<file path="config.mk">
export PLATFORM = sky130hd
export DESIGN_NAME = uart_break_rx
export DESIGN_NICKNAME = d
export VERILOG_FILES = /design/src/rtl/serial_rx_pkg.sv /design/src/rtl/rx_line_sync.sv /design/src/rtl/rx_frame_engine.sv /design/src/rtl/rx_word_hold.sv /design/src/rtl/uart_break_rx.sv
export SDC_FILE = /design/constraint.sdc
export NUM_CORES = 1
export LEC_CHECK = 0
export BUFFER_PORTS_ARGS = -buffer_cell sky130_fd_sc_hd__buf_2
export CORE_ASPECT_RATIO = 1.75
export CORE_MARGIN = 2
export CORE_UTILIZATION = 45
export DETAILED_ROUTE_END_ITERATION = 10
export GPL_TIMING_DRIVEN = 0
export PLACE_DENSITY_LB_ADDON = 0.08
export SLEW_MARGIN = 5
export SYNTH_ARGS = -nofsm -noshare
export SYNTH_HDL_FRONTEND = slang
export SYNTH_SLANG_ARGS = --single-unit
</file>
<file path="constraint.sdc">
create_clock -name clk -period 3 [get_ports clk]
set_clock_uncertainty 0.1 [all_clocks]
set_input_delay 0.6 -clock clk [delete_from_list [all_inputs] [get_ports clk]]
set_output_delay 0.6 -clock clk [all_outputs]
set_load 0.02 [all_outputs]
</file>
<file path="src/rtl/serial_rx_pkg.sv">
package serial_rx_pkg;
  localparam int WORD_BITS = 9;

  typedef enum logic [2:0] {
    RX_ARMED,
    RX_START,
    RX_DATA,
    RX_STOP,
    RX_RECOVER
  } rx_state_e;

  typedef struct packed {
    logic [WORD_BITS-1:0] data;
    logic                 ferr;
    logic                 perr;
  } rx_word_t;
endpackage

</file>
<file path="src/rtl/rx_line_sync.sv">
module rx_line_sync #(
  parameter int STAGES = 2
) (
  input  logic clk,
  input  logic rst_n,
  input  logic d_i,
  output logic q_o
);
  logic [STAGES-1:0] chain;

  always_ff @(posedge clk or negedge rst_n) begin
    if (!rst_n) chain <= '1;
    else        chain <= {chain[STAGES-2:0], d_i};
  end

  assign q_o = chain[STAGES-1];
endmodule

</file>
<file path="src/rtl/rx_frame_engine.sv">
module rx_frame_engine
  import serial_rx_pkg::*;
#(
  parameter int OVERSAMPLE = 16
) (
  input  logic     clk,
  input  logic     rst_n,
  input  logic     tick_i,
  input  logic     line_i,
  input  logic     nine_i,
  input  logic     par_en_i,
  output logic     done_o,
  output rx_word_t word_o,
  output logic     idle_o
);
  localparam int CW = $clog2(OVERSAMPLE);
  localparam int BW = $clog2(WORD_BITS);
  localparam logic [CW-1:0] MID  = CW'(OVERSAMPLE / 2 - 1);
  localparam logic [CW-1:0] LAST = CW'(OVERSAMPLE - 1);

  rx_state_e            state;
  logic [CW-1:0]        tcnt;
  logic [BW-1:0]        bidx;
  logic [WORD_BITS-1:0] shreg;
  logic [BW-1:0]        last_bit;

  assign last_bit = nine_i ? BW'(WORD_BITS - 1) : BW'(WORD_BITS - 2);
  assign idle_o   = (state == RX_ARMED) || (state == RX_RECOVER);

  always_ff @(posedge clk or negedge rst_n) begin
    if (!rst_n) begin
      state  <= RX_ARMED;
      tcnt   <= '0;
      bidx   <= '0;
      shreg  <= '0;
      done_o <= 1'b0;
      word_o <= '0;
    end else begin
      done_o <= 1'b0;
      if (tick_i) begin
        unique case (state)
          RX_ARMED: begin
            if (!line_i) begin
              state <= RX_START;
              tcnt  <= '0;
            end
          end
          RX_START: begin
            if (tcnt == MID) begin
              tcnt  <= '0;
              bidx  <= '0;
              shreg <= '0;
              state <= line_i ? RX_ARMED : RX_DATA;
            end else begin
              tcnt <= tcnt + 1'b1;
            end
          end
          RX_DATA: begin
            if (tcnt == LAST) begin
              tcnt        <= '0;
              shreg[bidx] <= line_i;
              if (bidx == last_bit) state <= RX_STOP;
              else                  bidx  <= bidx + 1'b1;
            end else begin
              tcnt <= tcnt + 1'b1;
            end
          end
          RX_STOP: begin
            if (tcnt == LAST) begin
              tcnt        <= '0;
              done_o      <= 1'b1;
              word_o.data <= shreg;
              word_o.ferr <= !line_i;
              word_o.perr <= nine_i && par_en_i && (^shreg);
              state       <= line_i ? RX_ARMED : RX_RECOVER;
            end else begin
              tcnt <= tcnt + 1'b1;
            end
          end
          RX_RECOVER: begin
            if (!line_i)           tcnt  <= '0;
            else if (tcnt == LAST) state <= RX_ARMED;
            else                   tcnt  <= tcnt + 1'b1;
          end
          default: state <= RX_ARMED;
        endcase
      end
    end
  end

  AST_START_FROM_LOW: assert property (@(posedge clk) disable iff (!rst_n)
    $fell(idle_o) |-> !$past(line_i));
  AST_EIGHT_TOP_ZERO: assert property (@(posedge clk) disable iff (!rst_n)
    (done_o && !nine_i) |-> !word_o.data[WORD_BITS-1]);
  AST_RECOVER_NO_START: assert property (@(posedge clk) disable iff (!rst_n)
    (state == RX_RECOVER) |=> (state == RX_RECOVER || state == RX_ARMED));
  AST_RECOVER_LOW_STAYS: assert property (@(posedge clk) disable iff (!rst_n)
    (state == RX_RECOVER && tick_i && !line_i) |=> (state == RX_RECOVER));
  AST_PERR_NEEDS_PARITY: assert property (@(posedge clk) disable iff (!rst_n)
    (done_o && word_o.perr) |-> (nine_i && par_en_i));
endmodule

</file>
<file path="src/rtl/rx_word_hold.sv">
module rx_word_hold
  import serial_rx_pkg::*;
(
  input  logic     clk,
  input  logic     rst_n,
  input  logic     load_i,
  input  rx_word_t word_i,
  input  logic     ready_i,
  output logic     valid_o,
  output rx_word_t word_o
);
  always_ff @(posedge clk or negedge rst_n) begin
    if (!rst_n) begin
      valid_o <= 1'b0;
      word_o  <= '0;
    end else if (load_i) begin
      valid_o <= 1'b1;
      word_o  <= word_i;
    end else if (valid_o && ready_i) begin
      valid_o <= 1'b0;
    end
  end

  AST_VALID_KEEP: assert property (@(posedge clk) disable iff (!rst_n)
    (valid_o && !ready_i && !load_i) |=> (valid_o && $stable(word_o)));
  AST_LOAD_SETS_VALID: assert property (@(posedge clk) disable iff (!rst_n)
    load_i |=> (valid_o && word_o == $past(word_i)));
endmodule

</file>
<file path="src/rtl/uart_break_rx.sv">
module uart_break_rx
  import serial_rx_pkg::*;
#(
  parameter int OVERSAMPLE  = 16,
  parameter int SYNC_STAGES = 2
) (
  input  logic                 clk,
  input  logic                 rst_n,
  input  logic                 sample_tick,
  input  logic                 cfg_nine_bits,
  input  logic                 cfg_parity_en,
  input  logic                 rx_line,
  input  logic                 word_ready,
  output logic                 word_valid,
  output logic [WORD_BITS-1:0] word_data,
  output logic                 frame_err,
  output logic                 parity_err,
  output logic                 rx_idle
);
  logic     line_s;
  logic     done;
  rx_word_t eng_word;
  rx_word_t out_word;

  rx_line_sync #(.STAGES(SYNC_STAGES)) u_sync (
    .clk(clk), .rst_n(rst_n), .d_i(rx_line), .q_o(line_s)
  );

  rx_frame_engine #(.OVERSAMPLE(OVERSAMPLE)) u_engine (
    .clk(clk), .rst_n(rst_n), .tick_i(sample_tick), .line_i(line_s),
    .nine_i(cfg_nine_bits), .par_en_i(cfg_parity_en),
    .done_o(done), .word_o(eng_word), .idle_o(rx_idle)
  );

  rx_word_hold u_hold (
    .clk(clk), .rst_n(rst_n), .load_i(done), .word_i(eng_word),
    .ready_i(word_ready), .valid_o(word_valid), .word_o(out_word)
  );

  assign word_data  = out_word.data;
  assign frame_err  = out_word.ferr;
  assign parity_err = out_word.perr;

  AST_FERR_ONLY_WITH_WORD: assert property (@(posedge clk) disable iff (!rst_n)
    $rose(frame_err) |-> word_valid);
endmodule

</file>
After elaboration in Yosys (flattened, before gate mapping) --
Cells that the tools add are included.
Word-level totals: register bits after elaboration 46, input bits 7, output and inout port bits 13
Operators by class: add/subtract/negate cells 2, $lt $le $gt $ge 2, equal/unequal tests 16, muxes and demuxes 32, reductions and logical operators 17
Operators with widths (number):
- two-way mux 4 bit | 9
- two-way mux 3 bit | 8
- two-way mux 9 bit | 2
- one-hot mux 9 bit (2 select lines) | 1
- one-hot mux 4 bit (4 select lines) | 1
- one-hot mux 3 bit (5 select lines) | 1
- bitwise mux 9 bit | 1
- XOR reduction 9 bit | 1
- adder 4 x 1 -> 4 bit (second input constant) | 2
- inequality test 2 x 1 -> 1 bit (second input constant) | 4
- inequality test 2 bit (second input constant) | 4
- one-hot mux 4 bit (2 select lines) | 1
- AND reduction 4 bit | 2
- AND reduction 8 bit | 1
- equality test 3 x 2 -> 1 bit (second input constant) | 2
- two-way mux 1 bit | 6
- < comparator 4 x 5 -> 1 bit (second input constant) | 1
- AND reduction 5 bit | 1
- demux 1 bit (select 4 bit) | 1
- equality test 4 x 3 -> 1 bit (second input constant) | 1
- equality test 4 bit | 1
- equality test 4 bit (second input constant) | 1
- greater-or-equal comparator 4 x 1 -> 1 bit (second input constant) | 1
- logical AND 1 bit | 4
- other kinds (11) | 12

Logic depth before layout (Yosys ltp) --
depth in word-level cells 7, gate-level depth with buffers 7

Hierarchy --
From an unflattened synthesis, not the netlist that was laid out.
Second synthesis, totals: cell total of the unflattened synthesis 221, area, all modules 2349.8 um^2
Modules (own cells, without submodules):
- rx_frame_engine | instances 1, cells each 193, area each 1815.5 um^2, sequential area each 800.8 um^2
- rx_word_hold | instances 1, cells each 26, area each 481.7 um^2, sequential area each 300.3 um^2
- rx_line_sync | instances 1, cells each 2, area each 52.6 um^2, sequential area each 52.6 um^2

Worst setup path after synthesis --
No wires, ideal clock.
path type flip-flop to flip-flop, from register u_engine.state[1], to register u_engine.tcnt[3], library setup time 0.139 ns, arrival 1.492 ns, path slack 1.269 ns, cell stages (with the launch flop) 6, buffers on the path 1, clock period less this slack 1.731 ns, path through dfrtp_1 buf_2 nor2_1 a31oi_2 o211ai_1 o221ai_1
On the way: word-level cells in the longest chain between the ends 4
Ends and longest elaborated chain:
- from (decl) | line rx_frame_engine.sv:21 | rx_state_e state;
- from (signal assigned) | line rx_frame_engine.sv:53 | state <= line_i ? RX_ARMED : RX_DATA;
- from (signal assigned) | line rx_frame_engine.sv:75 | state <= line_i ? RX_ARMED : RX_RECOVER;
- equality test 3 x 2 -> 1 bit | line rx_frame_engine.sv:41 | unique case (state)
- OR reduction 2 bit (no line)
- nonzero test 4 bit (no line)
- AND reduction 4 bit (no line)
- to (signal assigned) | line rx_frame_engine.sv:55 | tcnt <= tcnt + 1'b1;
- to (signal assigned) | line rx_frame_engine.sv:65 | tcnt <= tcnt + 1'b1;
- to (signal assigned) | line rx_frame_engine.sv:77 | tcnt <= tcnt + 1'b1;
- to (decl) | line rx_frame_engine.sv:22 | logic [CW-1:0] tcnt;
Several ways; a longest one is shown, not always the timed one. A chain may end at the register's enable or synchronous reset.

Worst setup path in the final report --
from register u_engine.state[1], to output port rx_idle
On the way: word-level cells in the longest chain between the ends 2
Ends and longest elaborated chain:
- equality test 3 bit / zero test 3 bit (equally long branches) | line rx_frame_engine.sv:28 | assign idle_o = (state == RX_ARMED) || (state == RX_RECOVER);
- logical OR 1 bit (*) | line rx_frame_engine.sv:28
- to (decl) | line uart_break_rx.sv:18 | output logic rx_idle
Mark *: on every way between the ends. The rest lies on a longest branch, timed or not.

==> metrics.md <==
| Metric | Value |
|---|---|
| CTS tree | `built` |
| Vias per inst | `5.38` |
| Synth cell types | `45` |
| Sequential share of the synthesized area | `49.3%` |
| Setup Fix Bufs, Post-CTS | `0` |
| FF+latch count, synth | `46` |
| Mapped Cells | `approximately 240` |
| Total grt overflow | `0` |
| P&R area growth vs syn | `11.7%` |
| TNS Setup | `0 ns` |
| I/O pin cnt | `20` |
| Synth Warn # | `0` |
| CTS max path bufs | `2` |
| Routed WL | `between 4 and 5 mm` |
| Buffers on Ports | `19` |
| Worst setup margin | `0.857 ns` |
| Hold_buf cts | `0` |
| Asr flop ratio synth | `100%` |
| Final Max Slew Viols | `0` |
| Critical path class | `flip-flop to output pin` |
| Fin nets | `273` |
| Filler cells | `about 460` |
| CTS Sinks | `46` |
| First-pass GRT wire length | `7.76 mm` |
| Setup crit end kind | `output pin` |
| Status | `complete, no violations` |
| Max-Cap Viols | `0` |
| Critical path data required time | `2.30 ns` |
| Initial Util | `47.0%` |
| VDD IR-drop max | `around 0.5 mV` |
| Maximum clock frequency | `~470 MHz` |
| Total power | `roughly 1.6 mW` |
| Multi-input gate area | `1090 um2` |
| TritonCTS Buffers | `5` |
| GRT Util Overall | `17.2%` |
| Placed Area | `2500 um2` |
| Post-CTS Resized | `0` |
| WHS | `0.261 ns` |
| Final Non-Filler Cells | `316` |
| Lkg Pwr | `1.33 nW` |
| Die H | `~99 um` |
| HPWL after detailed placement | `3.29 mm` |
| DP Cell Count | `308` |
| Hold Violations, Final | `0` |
| Clk root buf | `clkbuf_8` |
| Hold Crit Class | `flip-flop to flip-flop` |
| Die Wd | `58.5 um` |
| Cell area after layout | `~2600 um2` |
| Final period utilization | `around 71%` |
| Residual DRC count | `0` |
| Dpl ws | `1.06 ns` |
| Ant diodes | `0` |
| Storage element area | `1150 um2` |
| EDFF count, synth | `0` |
| Commonest non-fill, non-tap cell in the layout | `nand2_1` |
| Initial antenna violation count | `0` |
| Routed len/inst | `13.9 um` |
| Power per standard cell area | `between 600 and 700 nW/um2` |
| Initial DRC Count | `24` |
| Share of cells above drive strength 1 | `23.3%` |
| Routability Congestion | `~0.76` |
| Fin crit period | `2.14 ns` |
| Count of final setup violators | `0` |
| Tightest Pin Transition | `a little over 1 ns` |
| Top FF cell, synth | `dfrtp_1` |
| Final core occ | `roughly 53%` |
| Drt first pass iters | `4` |
| Mapped Nets | `247` |
| Htree depth | `2` |
| Post-route ant nets | `0` |
| Worst Path Max Fanout | `10` |
| Die area | `5820 um2` |
| Clock-pin transition on the worst setup and hold timing paths | `0.08 ns` |
| Core box area | `approximately 5000 um2` |
| Via count | `1701` |
| Vias in the first global route | `1709` |
| Worst Setup Start Kind | `flip-flop` |
| Syn avg cell area | `9.96 um2` |
| Unrepaired setup endpoints after global routing | `false` |
| Most frequent cells in the layout | `nand2_1 (60), dfrtp_1 (44), buf_2 (25)` |
| Largest net degree at the start of global routing | `47` |
| CP Data Arrival Time | `1.44 ns` |
| Clk_lat worst skew | `0.29 ns` |
| Cell Rows | `34` |
| Normalized max-slew margin | `approximately a third` |
| Post-Syn Area | `2340 um2` |
| Internal reg-to-reg setup slack | `1.12 ns` |
[metal layers]
metal,vias to the layer above,wire (um),GRT usage [%]
met4,0,63,5.90
li1,859,-,-
met5,-,0,0
met3,6,101,1.95
met2,32,2510,33.6
met1,804,1730,18.1
[layout make-up]
class,instances,share of cell area [%]
Buffer,10,2.58
Multi-Input combinational cell,170,41.6
Tap cell,54,2.58
Inverter,9,1.29
Clock buffer,6,2.78
Sequential cell,46,44.1
Clock inverter,2,1.44
Timing Repair Buffer,19,3.64
[state kept, by name, summed over array words and instances (netlist names)]
register         flops
u_engine.word_o     11
u_hold.word_o       11
u_engine.shreg       9
u_engine.bidx        4
u_engine.tcnt        4
u_engine.state       3
u_sync.chain         2
u_engine.done_o      1
u_hold.valid_o       1
[worst paths after layout]
path	startpoint	to	cells after the start
min reg2reg	u_sync.chain[0]$_DFF_PN1_	u_sync.chain[1]$_DFF_PN1_	0
min in group asynchronous	rst_n	u_hold.word_o[10]$_DFFE_PN0P_	1
min	u_sync.chain[0]$_DFF_PN1_	u_sync.chain[1]$_DFF_PN1_	0
max reg2reg	u_engine.tcnt[0]$_DFFE_PN0P_	u_engine.word_o[0]$_DFFE_PN0P_	7
max in group asynchronous	rst_n	u_engine.shreg[0]$_DFFE_PN0P_	1
max	u_engine.state[1]$_DFFE_PN0P_	rx_idle	3
[worst max-delay path, stage by stage, from the launching register on]
cell,delay (ns)
dfrtp_1,0.43
buf_2,0.21
nor2_1,0.28
buf_2,0.23
[cell families after synthesis]
kind of cell / after synthesis / synth area share [%]
AND/OR/NAND/NOR: 93 / 20.2
multiplexers: 13 / 6.15
XOR/XNOR: 8 / 2.99
flip-flops: 46 / 49.3
adder cells (fa/ha/maj): 5 / 2.67
AO/OA/AOI/OAI: 51 / 14.4
buffers and inverters: 19 / 4.33
[where the power goes]
group | internal (mW) | total [mW] | switching [mW]
clock | 0.249 | 0.458 | 0.209
combinational | 0.157 | 0.407 | 0.250
sequential | 0.665 | 0.716 | 0.0510
[Yosys cell counts (all sizes together) (2+ instances only)]
| library cell | count | area (um2) |
|---|---|---|
| nand2 | 60 | 225 |
| dfrtp | 44 | 1100 |
| o21ai | 23 | 115 |
| a21oi | 11 | 55.1 |
| mux2 | 11 | 124 |
| buf | 10 | 67.6 |
| inv | 9 | 33.8 |
| nor2 | 9 | 33.8 |
| xnor2 | 7 | 61.3 |
| ha | 5 | 62.6 |
| nand3 | 5 | 25.0 |
| a31oi | 3 | 25.0 |
| and3 | 3 | 18.8 |
| nor2b | 3 | 18.8 |
| nor4b | 3 | 56.3 |
| o31ai | 3 | 32.5 |
| a22oi | 2 | 20.0 |
| and3b | 2 | 17.5 |
| dfstp | 2 | 52.6 |
| mux2i | 2 | 20.0 |
| nand4 | 2 | 18.8 |
| o22ai | 2 | 12.5 |
Note: power is estimated with default switching activity, not from simulation.
